$ cat config.mk
export PLATFORM = sky130hd
export DESIGN_NAME = slru_directory
export DESIGN_NICKNAME = d
export VERILOG_FILES = /design/src/rtl/slru_pkg.sv /design/src/rtl/slru_match.sv /design/src/rtl/slru_select.sv /design/src/rtl/slru_rank_next.sv /design/src/rtl/slru_directory.sv
export SDC_FILE = /design/constraint.sdc
export NUM_CORES = 1
export LEC_CHECK = 0
export ABC_CLOCK_PERIOD_IN_PS = 14700
export BUFFER_PORTS_ARGS = -buffer_cell sky130_fd_sc_hd__buf_4
export CORE_MARGIN = 1
export CORE_UTILIZATION = 50
export CTS_CLUSTER_DIAMETER = 80
export DETAILED_ROUTE_END_ITERATION = 6
export GPL_TIMING_DRIVEN = 0
export PLACE_DENSITY = 0.74
export SLEW_MARGIN = 0
export SYNTH_ARGS = -nofsm -noshare
export SYNTH_HDL_FRONTEND = slang
export SYNTH_SLANG_ARGS = --single-unit
$ cat constraint.sdc
create_clock -name clk -period 14.7 [get_ports clk]
set_clock_uncertainty 0.15 [all_clocks]
set_input_delay 2.94 -clock clk [delete_from_list [all_inputs] [get_ports clk]]
set_output_delay 2.94 -clock clk [all_outputs]
set_load 0.03 [all_outputs]
$ cat src/rtl/slru_pkg.sv
package slru_pkg;

    typedef enum logic {
        SEG_PROB = 1'b0,
        SEG_PROT = 1'b1
    } seg_e;

    typedef enum logic [1:0] {
        ACC_FILL     = 2'd0,
        ACC_EVICT    = 2'd1,
        ACC_HIT_PROB = 2'd2,
        ACC_HIT_PROT = 2'd3
    } acc_e;

    function automatic int unsigned idx_w(input int unsigned n);
        return (n > 1) ? $clog2(n) : 1;
    endfunction

    function automatic int unsigned cnt_w(input int unsigned n);
        return $clog2(n + 1);
    endfunction

endpackage

$ cat src/rtl/slru_match.sv
module slru_match #(
    parameter int unsigned N     = 8,
    parameter int unsigned TAG_W = 16,
    parameter int unsigned IW    = 3
) (
    input  logic [TAG_W-1:0] tag,
    input  logic [N-1:0]     ent_valid,
    input  logic [TAG_W-1:0] ent_tag [N],
    output logic             hit,
    output logic [IW-1:0]    hit_idx
);
    logic [N-1:0] eq;

    for (genvar g = 0; g < N; g++) begin : g_cmp
        assign eq[g] = ent_valid[g] && (ent_tag[g] == tag);
    end

    always_comb begin
        hit_idx = '0;
        for (int i = N - 1; i >= 0; i--) begin
            if (eq[i]) hit_idx = IW'(i);
        end
    end

    assign hit = |eq;
endmodule

$ cat src/rtl/slru_select.sv
module slru_select
    import slru_pkg::*;
#(
    parameter int unsigned N  = 8,
    parameter int unsigned IW = 3,
    parameter int unsigned RW = 3,
    parameter int unsigned CW = 4,
    parameter int unsigned P  = 4
) (
    input  logic [N-1:0]  ent_valid,
    input  seg_e          ent_seg  [N],
    input  logic [RW-1:0] ent_rank [N],
    input  logic [CW-1:0] prob_cnt,
    output logic          free_any,
    output logic [IW-1:0] free_idx,
    output logic [IW-1:0] prob_lru_idx,
    output logic [IW-1:0] prot_lru_idx
);
    logic [N-1:0] is_prob_old;
    logic [N-1:0] is_prot_old;

    for (genvar g = 0; g < N; g++) begin : g_old
        assign is_prob_old[g] = ent_valid[g] && (ent_seg[g] == SEG_PROB)
                                && (int'(ent_rank[g]) == int'(prob_cnt) - 1);
        assign is_prot_old[g] = ent_valid[g] && (ent_seg[g] == SEG_PROT)
                                && (int'(ent_rank[g]) == int'(P) - 1);
    end

    always_comb begin
        free_idx     = '0;
        prob_lru_idx = '0;
        prot_lru_idx = '0;
        for (int i = N - 1; i >= 0; i--) begin
            if (!ent_valid[i]) free_idx     = IW'(i);
            if (is_prob_old[i]) prob_lru_idx = IW'(i);
            if (is_prot_old[i]) prot_lru_idx = IW'(i);
        end
    end

    assign free_any = ~&ent_valid;
endmodule

$ cat src/rtl/slru_rank_next.sv
module slru_rank_next
    import slru_pkg::*;
#(
    parameter int unsigned RW = 3
) (
    input  logic          active,
    input  acc_e          kind,
    input  logic          is_target,
    input  logic          is_demote,
    input  logic          demote,
    input  logic [RW-1:0] ref_rank,
    input  logic          cur_valid,
    input  seg_e          cur_seg,
    input  logic [RW-1:0] cur_rank,
    output logic          nxt_valid,
    output seg_e          nxt_seg,
    output logic [RW-1:0] nxt_rank
);
    logic [RW-1:0] one;
    logic          older;

    assign one   = RW'(1);
    assign older = cur_rank > ref_rank;

    always_comb begin
        nxt_valid = cur_valid;
        nxt_seg   = cur_seg;
        nxt_rank  = cur_rank;
        if (active) begin
            if (is_target) begin
                nxt_valid = 1'b1;
                nxt_rank  = '0;
                nxt_seg   = (kind == ACC_HIT_PROB || kind == ACC_HIT_PROT) ? SEG_PROT : SEG_PROB;
            end else if (cur_valid) begin
                unique case (kind)
                    ACC_FILL, ACC_EVICT: begin
                        if (cur_seg == SEG_PROB) nxt_rank = cur_rank + one;
                    end
                    ACC_HIT_PROT: begin
                        if (cur_seg == SEG_PROT && cur_rank < ref_rank) nxt_rank = cur_rank + one;
                    end
                    ACC_HIT_PROB: begin
                        if (cur_seg == SEG_PROB) begin
                            nxt_rank = cur_rank + (demote ? one : '0) - (older ? one : '0);
                        end else if (demote && is_demote) begin
                            nxt_seg  = SEG_PROB;
                            nxt_rank = '0;
                        end else begin
                            nxt_rank = cur_rank + one;
                        end
                    end
                    default: ;
                endcase
            end
        end
    end
endmodule

$ cat src/rtl/slru_directory.sv
module slru_directory
    import slru_pkg::*;
#(
    parameter int unsigned N     = 8,
    parameter int unsigned P     = 4,
    parameter int unsigned TAG_W = 16,
    localparam int unsigned IW   = idx_w(N),
    localparam int unsigned RW   = idx_w(N),
    localparam int unsigned CW   = cnt_w(N)
) (
    input  logic             clk,
    input  logic             rst,
    input  logic             req_valid,
    output logic             req_ready,
    input  logic [TAG_W-1:0] req_tag,
    output logic             rsp_valid,
    output logic             rsp_hit,
    output logic [IW-1:0]    rsp_hit_index,
    output logic             rsp_evict_valid,
    output logic [TAG_W-1:0] rsp_evict_tag,
    output logic [IW-1:0]    rsp_fill_index
);
    if (P < 1 || P >= N) begin : g_bad_cfg
        $error("slru_directory: guarded limit must satisfy 1 <= P < N");
    end

    logic [N-1:0]     ent_valid;
    seg_e             ent_seg  [N];
    logic [RW-1:0]    ent_rank [N];
    logic [TAG_W-1:0] ent_tag  [N];

    logic [N-1:0]     nxt_valid;
    seg_e             nxt_seg  [N];
    logic [RW-1:0]    nxt_rank [N];

    logic [CW-1:0]    prob_cnt;
    logic [CW-1:0]    prot_cnt;
    logic             acc;
    logic             hit;
    logic [IW-1:0]    hit_idx;
    logic             free_any;
    logic [IW-1:0]    free_idx;
    logic [IW-1:0]    prob_lru_idx;
    logic [IW-1:0]    prot_lru_idx;
    acc_e             kind;
    logic [IW-1:0]    tgt_idx;
    logic [RW-1:0]    ref_rank;
    logic             demote;

    assign req_ready = !rst;
    assign acc       = req_valid && req_ready;

    always_comb begin
        prob_cnt = '0;
        prot_cnt = '0;
        for (int i = 0; i < N; i++) begin
            if (ent_valid[i] && ent_seg[i] == SEG_PROB) prob_cnt = prob_cnt + CW'(1);
            if (ent_valid[i] && ent_seg[i] == SEG_PROT) prot_cnt = prot_cnt + CW'(1);
        end
    end

    slru_match #(.N(N), .TAG_W(TAG_W), .IW(IW)) u_match (
        .tag       (req_tag),
        .ent_valid (ent_valid),
        .ent_tag   (ent_tag),
        .hit       (hit),
        .hit_idx   (hit_idx)
    );

    slru_select #(.N(N), .IW(IW), .RW(RW), .CW(CW), .P(P)) u_select (
        .ent_valid    (ent_valid),
        .ent_seg      (ent_seg),
        .ent_rank     (ent_rank),
        .prob_cnt     (prob_cnt),
        .free_any     (free_any),
        .free_idx     (free_idx),
        .prob_lru_idx (prob_lru_idx),
        .prot_lru_idx (prot_lru_idx)
    );

    always_comb begin
        if (hit) begin
            kind    = (ent_seg[hit_idx] == SEG_PROT) ? ACC_HIT_PROT : ACC_HIT_PROB;
            tgt_idx = hit_idx;
        end else if (free_any) begin
            kind    = ACC_FILL;
            tgt_idx = free_idx;
        end else begin
            kind    = ACC_EVICT;
            tgt_idx = prob_lru_idx;
        end
        ref_rank = hit ? ent_rank[hit_idx] : '0;
        demote   = (kind == ACC_HIT_PROB) && (int'(prot_cnt) == int'(P));
    end

    for (genvar g = 0; g < N; g++) begin : g_entry
        slru_rank_next #(.RW(RW)) u_next (
            .active    (acc),
            .kind      (kind),
            .is_target (tgt_idx == IW'(g)),
            .is_demote (prot_lru_idx == IW'(g)),
            .demote    (demote),
            .ref_rank  (ref_rank),
            .cur_valid (ent_valid[g]),
            .cur_seg   (ent_seg[g]),
            .cur_rank  (ent_rank[g]),
            .nxt_valid (nxt_valid[g]),
            .nxt_seg   (nxt_seg[g]),
            .nxt_rank  (nxt_rank[g])
        );

        always_ff @(posedge clk) begin
            if (rst) begin
                ent_valid[g] <= 1'b0;
                ent_seg[g]   <= SEG_PROB;
                ent_rank[g]  <= '0;
                ent_tag[g]   <= '0;
            end else begin
                ent_valid[g] <= nxt_valid[g];
                ent_seg[g]   <= nxt_seg[g];
                ent_rank[g]  <= nxt_rank[g];
                if (acc && !hit && tgt_idx == IW'(g)) ent_tag[g] <= req_tag;
            end
        end
    end

    always_ff @(posedge clk) begin
        if (rst) begin
            rsp_valid       <= 1'b0;
            rsp_hit         <= 1'b0;
            rsp_hit_index   <= '0;
            rsp_evict_valid <= 1'b0;
            rsp_evict_tag   <= '0;
            rsp_fill_index  <= '0;
        end else begin
            rsp_valid       <= acc;
            rsp_hit         <= acc && hit;
            rsp_hit_index   <= (acc && hit) ? hit_idx : '0;
            rsp_evict_valid <= acc && (kind == ACC_EVICT);
            rsp_evict_tag   <= (acc && kind == ACC_EVICT) ? ent_tag[prob_lru_idx] : '0;
            rsp_fill_index  <= (acc && !hit) ? tgt_idx : '0;
        end
    end

    a_r6_prot_cap: assert property (@(posedge clk) disable iff (rst)
        int'(prot_cnt) <= int'(P));

    a_r3_free_no_evict: assert property (@(posedge clk) disable iff (rst)
        acc && !hit && free_any |=> rsp_valid && !rsp_evict_valid);

    a_r9_idle_quiet: assert property (@(posedge clk) disable iff (rst)
        !acc |=> !rsp_valid);

    a_r2_hit_no_evict: assert property (@(posedge clk) disable iff (rst)
        rsp_hit |-> rsp_valid && !rsp_evict_valid && ent_valid[rsp_hit_index]);

    a_r5_hit_to_prot_mru: assert property (@(posedge clk) disable iff (rst)
        acc && hit |=> ent_seg[$past(hit_idx)] == SEG_PROT && ent_rank[$past(hit_idx)] == '0);

    a_r7_evict_needs_full: assert property (@(posedge clk) disable iff (rst)
        acc && !hit && !free_any |=> rsp_evict_valid && ent_valid[rsp_fill_index]);
endmodule

### Yosys cells after proc, flatten, opt, wreduce, memory -nomap -nowiden

Index checks and enable logic that the tools add are counted.

* register bits: 193
* latch bits: 0
* RAM bits: 0
* ROM bits: 0
* output and inout port bits: 26
* word-level logic and storage cells: 456
* memories kept: 0

* add/subtract/negate cells: 39
* multiply operators: 0
* divide/modulo/power cells: 0
* order comparisons: 18
* equal/unequal tests: 58
* shifts and indexed selects: 0
* multiplexer cells: 169
* bitwise logic cells: 13
* reductions and logical operators: 121

Operator list (number)
* == test 4 x 32 -> 1 bit: 8
* two-way mux 3 bit: 85
* == test 16 bit: 8
* case mux 3 bit (3 select lines): 8
* logical AND 1 bit: 69
* two-way mux 1 bit: 56
* adder 4 x 1 -> 4 bit (second input constant): 12
* binary-select mux 16 bit (select 3 bit): 1
* == test 3 bit (second input constant): 16
* two-way mux 4 bit: 12
* two-way mux 16 bit: 2
* AND reduction 4 bit: 8
* nonzero test 2 bit: 16
* != test 3 x 2 -> 1 bit (second input constant): 9
* adder 3 x 1 -> 3 bit (second input constant): 8
* > comparator 3 bit: 8
* < comparator 3 bit: 8
* AND reduction 3 bit: 8
* subtractor 3 bit: 8
* adder 3 x 1 -> 3 bit: 7
* != test 3 x 1 -> 1 bit (second input constant): 7
* AND reduction 2 bit: 8
* == test 3 x 2 -> 1 bit (second input constant): 4
* inverter 1 bit: 11
* 19 further kinds: 31

### Longest topological paths before layout

* depth after elaboration: 33
* mapped depth: 38

### Hierarchy

From an unflattened synthesis, not the netlist that was laid out.

* cell total of the unflattened synthesis: 1639
* area, all modules: 14821.7 um^2

Modules (own cells, without submodules)
* slru_directory: times used 1, cells an instance 826, area each 8714.6 um^2, seq. area each 3863.7 um^2
* slru_rank_next at g_entry[0].u_next ...: times used 6, cells an instance 60, area each 446.7 um^2, seq. area each 0.0 um^2
* slru_match: times used 1, cells an instance 207, area each 1647.8 um^2, seq. area each 0.0 um^2
* slru_rank_next at g_entry[6].u_next ...: times used 2, cells an instance 63, area each 491.7 um^2, seq. area each 0.0 um^2
* slru_select: times used 1, cells an instance 120, area each 795.8 um^2, seq. area each 0.0 um^2

### Least setup slack after synthesis

OpenSTA, ideal clock, no wires.

* kind: input -> register
* from: input req_tag[3]
* to: register ent_rank[23] (netlist bit)
* setup time: 0.070 ns
* arrival time: 8.562 ns
* setup slack: 5.917 ns
* cell stages on the path: 26
* buffers on the path: 3
* path through: clkbuf_1 -> xnor2_1 -> nand2_1 -> or4b_2 -> nor4_1 -> nor3_1 -> nor3_1 -> o21ai_0 -> clkbuf_1 -> buf_1 -> a21oi_1 -> o21ai_0 -> a22oi_1 -> ha_1 -> a21o_1 -> a21oi_1 -> a31oi_1 -> ha_1 -> inv_1 -> ha_1 -> fa_1 -> xnor2_1 -> xnor2_1 -> or3_1 -> a21bo_2 -> a21oi_1

* word-level cells in the longest chain between the ends: 25

Ends and longest elaborated chain
* start: declaration: RTL line slru_directory.sv:15 `input logic [TAG_W-1:0] req_tag,`
* == test 16 bit: RTL line slru_match.sv:15 `assign eq[g] = ent_valid[g] && (ent_tag[g] == tag);`
* logical AND 1 bit: RTL line slru_match.sv:15
* two-way mux 3 bit (8 in series): RTL line slru_match.sv:21 `if (eq[i]) hit_idx = IW'(i);`
* inverter 3 -> 4 bit (not written as such): RTL line slru_directory.sv:83, slru_directory.sv:92
* binary-select mux 1 bit (select 3 bit): RTL line slru_directory.sv:83 `kind = (ent_seg[hit_idx] == SEG_PROT) ? ACC_HIT_PROT : ACC_HIT_PROB;`
* two-way mux 1 bit (not written as such) (2 in series): RTL line slru_directory.sv:83
* two-way mux 1 bit: RTL line slru_directory.sv:83
* two-way mux 2 bit: RTL line slru_directory.sv:82 `if (hit) begin`
* == test 2 bit: RTL line slru_rank_next.sv:35, slru_directory.sv:93
* logical AND 1 bit: RTL line slru_directory.sv:93 `demote = (kind == ACC_HIT_PROB) && (int'(prot_cnt) == int'(P));`
* two-way mux 1 bit: RTL line slru_rank_next.sv:44 `nxt_rank = cur_rank + (demote ? one : '0) - (older ? one : '0);`
* adder 3 bit: RTL line slru_rank_next.sv:44
* subtractor 3 bit: RTL line slru_rank_next.sv:44
* two-way mux 3 bit: RTL line slru_rank_next.sv:43 `if (cur_seg == SEG_PROB) begin`
* case mux 3 bit (3 select lines): RTL line slru_rank_next.sv:35 `unique case (kind)`
* two-way mux 3 bit: RTL line slru_rank_next.sv:34 `end else if (cur_valid) begin`
* two-way mux 3 bit: RTL line slru_rank_next.sv:30 `if (is_target) begin`
* end signal: indexed assignment: RTL line slru_directory.sv:121 `ent_rank[g] <= nxt_rank[g];`
* end: declaration: RTL line slru_directory.sv:29 `logic [RW-1:0] ent_rank [N];`

Several ways; a longest one is shown, not always the timed one. The select of a mux whose other input is x is not followed.
A chain may end at the register's enable or synchronous reset.

### Worst setup path in the final report

* from: input req_tag[1]
* to: register ent_rank[5] (netlist bit)

* word-level cells in the longest chain between the ends: 25

Ends and longest elaborated chain (RTL line)
* == test 16 bit: slru_match.sv:15
* logical AND 1 bit: slru_match.sv:15
* two-way mux 3 bit (8 in series): slru_match.sv:21
* inverter 3 -> 4 bit (not written as such): slru_directory.sv:83, slru_directory.sv:92
* binary-select mux 1 bit (select 3 bit): slru_directory.sv:83
* two-way mux 1 bit (not written as such) (2 in series): slru_directory.sv:83
* two-way mux 1 bit: slru_directory.sv:83
* two-way mux 2 bit: slru_directory.sv:82
* == test 2 bit: slru_rank_next.sv:35, slru_directory.sv:93
* logical AND 1 bit: slru_directory.sv:93
* two-way mux 1 bit: slru_rank_next.sv:44
* adder 3 x 1 -> 3 bit: slru_rank_next.sv:44
* subtractor 3 bit: slru_rank_next.sv:44
* two-way mux 3 bit: slru_rank_next.sv:43
* case mux 3 bit (3 select lines): slru_rank_next.sv:35
* two-way mux 3 bit: slru_rank_next.sv:34
* two-way mux 3 bit: slru_rank_next.sv:30

Several ways; a longest one is shown, not always the timed one. The select of a mux whose other input is x is not followed.

==> reports/summary.md <==
For this run, the leading register cell type out of synthesis is sky130_fd_sc_hd__dfxtp_1. After synthesis, the largest area contributor takes up 26.7% of total cell area. The multiplexer fraction of the synthesized cell area works out to 15.4%. The routed design has 51.5 mm of wire.

The power density normalized to cell area was 78.6 mW/mm². STA classifies the critical path startpoint as a primary input. Summing the areas of all and, or, nand and nor instances in the mapped netlist gives 19.9% of the synthesized area. The multi-input combinational cells in the finished layout cover a total of 0.00987 mm². The setup fix buffers added after clock tree synthesis is 0. In the detailed route, the total length drawn on met2 is 23.6 mm. Along the worst path, the maximum fanout reaches 10. Signal routing reaches up to met4. The xor/xnor share of the synthesized area was 12.9%. The maximum achievable frequency was 93.3 MHz; the met3 wirelength from detailed routing was 3.64 mm. The transition time at the pin with the least slew margin came out at 1.43 ns. The first routing iteration left 1,364 violations. The post-synth net total is 1,801, and the effective utilization at floorplan is 51.4%. The synthesized design contains 0 enable-type register cells. Once layout is complete, the utilization of the core stands at 56.2%.

The run gives 0 as the count of antenna diodes in the layout. The number of vias per cell works out to 6.26. The critical path is of the in -> reg type. At the end of routability-driven placement, the weighted congestion stood at 0.994. The path class of the tightest hold or removal check is reg -> reg. The register bit count reported by yosys came out at 193. The synthesized netlist devotes 12.6% of its cell area to compound gates.

The logs give 2,622 for the number of fillers in the final layout and 1.24 mW for the overall power of the completed layout. The run gives 0.0297 mm² as the total die area. During I/O placement, the number of pins put on the boundary was 45.

Setup repair after global routing left no endpoint under its margin. The floorplan step set the die height to 172 µm. The layout overhead on the synthesized area was 9.22%; the adder and majority cell fraction of the synthesized area was 7.15%.

The count of buffers from port buffering was 26; the shortest clock period the worst path allows after layout was 10.72 ns. Ranked by instance count, the synthesized netlist is headed by sky130_fd_sc_hd__mux2i_1 (214), sky130_fd_sc_hd__nor2_1 (207), sky130_fd_sc_hd__dfxtp_1 (193). The number of buffers inserted by hold repair at cts was 0; the net total in the final layout was 1,846. Across the whole layout, storage elements account for 0.00386 mm². Synthesis instantiated 80 different standard cells from the library. The cell area that synthesis handed to floorplanning was 0.0145 mm².

For this run, design rule violations remaining after detail routing come to 0. The final number of hold-violating endpoints is 0, and the wire length on met1 is 20.5 mm. The wire-length estimate of the detail-placed layout is 39.9 mm.

The longest clock path from root to sink contains 2 buffers. TritonCTS built the clock tree. STA puts the critical path data arrival time at 10.94 ns. Entering global routing, the biggest net connects 23 pins. After synthesis, the share of flip-flops with an asynchronous set or reset is 0%. The horizontal die dimension is 172 µm, and the initial antenna violation count is 0. The average wire per cell in the routed design is 24.1 µm, and the number of max-slew violations in the final report is 0. After clock tree synthesis, the clock-pin slew on the worst setup and hold paths is 0.08 ns.

The total setup violations reported at the end of the flow was 0; the number of global-route vias before repair was 12,900. The root buffer cell was sky130_fd_sc_hd__clkbuf_16. The cell count after synthesis was 1,704. Data on the critical path is required at its endpoint by 14.92 ns. Once detail routing completed, the nets flagged for antenna violations numbered 0. The core region is 0.0282 mm².

The worst-case IR drop observed on VDD is 68.6 µV. The run finished with clean final reports. Gates resized during post-CTS repair numbered 0. The largest total area in the synthesized netlist belongs to sky130_fd_sc_hd__dfxtp_1.

Relative slew slack: 3.83%. The analysis attributes to cell leakage a power of 6.84 nW. By area the synthesized netlist is led by sky130_fd_sc_hd__dfxtp_1 (27%), sky130_fd_sc_hd__mux2i_1 (15%), sky130_fd_sc_hd__ha_1 (6.0%). For the first-pass iteration count of the detailed router, the log shows 6. The post-route netlist has 6.58% of its cells at a drive strength greater than 1. In the finished design, the share of the clock period the worst path needs comes to 73.0%.

The tool flagged a number of max-cap violations equal to 0. The number of rows in the core area is 61. The sequential cell area fraction in the yosys report is 26.7%. A synthesized cell averages 8.50 µm².

The final route contains 13,400 vias. The tools report the type of element capturing the critical path as a flop. The H-tree level count was 4; the number of sinks driven by the clock tree was 193. Most frequent cell after synthesis: sky130_fd_sc_hd__mux2i_1.

After synthesis, the largest family of logic cells by area is simple AND/OR/NAND/NOR gates. The overall global routing resource usage was 35.1%. Summed over all failing endpoints, the final setup total negative slack is 0 ns. Yosys printed 0 warnings. The first global-routing pass estimated 76.8 mm of wire. The later pin in the worst-skew pair is clocked with a latency of 0.46 ns.

After global routing the overflow that remains totals 0. The total CTS buffers came out at 17.
## final timing paths
| kind | from | to | slack (ns) | cells past startpoint |
|---|---|---|---|---|
| max | req_tag[1] | ent_rank[5]$_SDFFE_PP0P_ | 3.98 | 23 |
| max reg2reg | ent_valid[1]$_SDFFE_PP0P_ | rsp_evict_tag[8]$_SDFF_PP0_ | 5.14 | 34 |
| min reg2reg | ent_tag[104]$_SDFFE_PP0P_ | ent_tag[104]$_SDFFE_PP0P_ | 0.40 | 2 |
| min | ent_tag[104]$_SDFFE_PP0P_ | ent_tag[104]$_SDFFE_PP0P_ | 0.40 | 2 |
## worst max-delay path, cell delays in order
cell and delay [ns]:
sky130_fd_sc_hd__clkbuf_1 0.44, sky130_fd_sc_hd__clkbuf_1 0.56, sky130_fd_sc_hd__xnor2_1 0.24, sky130_fd_sc_hd__nand2_1 0.09, sky130_fd_sc_hd__nor4b_1 0.59, sky130_fd_sc_hd__nand2_1 0.12
sky130_fd_sc_hd__a311oi_1 1.20, sky130_fd_sc_hd__mux2i_1 0.27, sky130_fd_sc_hd__a41oi_1 0.39, sky130_fd_sc_hd__nand2_1 0.12, sky130_fd_sc_hd__a22oi_1 1.07, sky130_fd_sc_hd__clkbuf_1 0.63
sky130_fd_sc_hd__or2_2 0.43, sky130_fd_sc_hd__ha_1 0.29, sky130_fd_sc_hd__inv_1 0.06, sky130_fd_sc_hd__ha_1 0.13, sky130_fd_sc_hd__inv_1 0.05, sky130_fd_sc_hd__fa_1 0.37
sky130_fd_sc_hd__xnor2_1 0.15, sky130_fd_sc_hd__xnor2_1 0.13, sky130_fd_sc_hd__or3_1 0.30, sky130_fd_sc_hd__a21o_1 0.18, sky130_fd_sc_hd__a21oi_1 0.15
## area by class of cell
type                    instances  share of cell area (%)
multi-input cells            1329                    62.4
flip-flops and latches        193                    24.4
plain buffers                 113                    3.16
well taps                     378                    2.99
clock buffers                  17                    2.69
inverters                      69                    1.64
clock inverters                15                    1.45
repair buffers                 26                    1.23
## metrics by stage
stage               area, µm²  cells  worst slack (ns)  hold slack [ns]
global route            15800   2140              3.69            0.412
CTS                     15800   2140              4.38            0.392
floorplan               14500   1704              5.92            0.312
detailed placement      15200   2108              3.93            0.379
global placement        15200   2108              3.94            0.365
finish                  15800   2140              3.98            0.397
## cell families after synthesis
logic type      count (synthesis)
compound gates                259
xor+xnor                      193
flops                         193
fa+ha+maj                      78
buf+inv                       182
mux                           222
simple gates                  577
## registers in the layout, indices dropped and copies added (netlist names), 3 cells and up
register,count
ent_rank,24
ent_seg,8
ent_tag,128
ent_valid,8
rsp_evict_tag,16
rsp_fill_index,3
rsp_hit_index,3
## layout by cell type, fill, tap and decap left out, drive strengths merged, types with 14 or more instances in the layout
master and count:
dfxtp 193, inv 74, o21ai 34, nand3 43
nand2b 14, nand2 96, buf 56, a21oi 50
clkbuf 100, ha 70, a31oi 23, and3 27
xor2 84, mux2i 215, a211oi 24, nor2 207
a21o 22, xnor2 96, nor4 39, nor3 34
nand4 30
## power by group
part | switching (mW) | internal [mW] | total [mW] | leakage (nW)
clock | 0.264 | 0.253 | 0.518 | 0.309
sequential | 0.00444 | 0.527 | 0.531 | 1.56
combinational | 0.130 | 0.0647 | 0.195 | 4.97
## per-layer routing
metal / vias up / GRT usage, %
met2: 668 / 57.6
li1: 6178 / -
met5: - / 0
met4: 0 / 25.1
met3: 201 / 5.97
met1: 6359 / 41.6
Note: power is estimated with default switching activity, not from simulation.
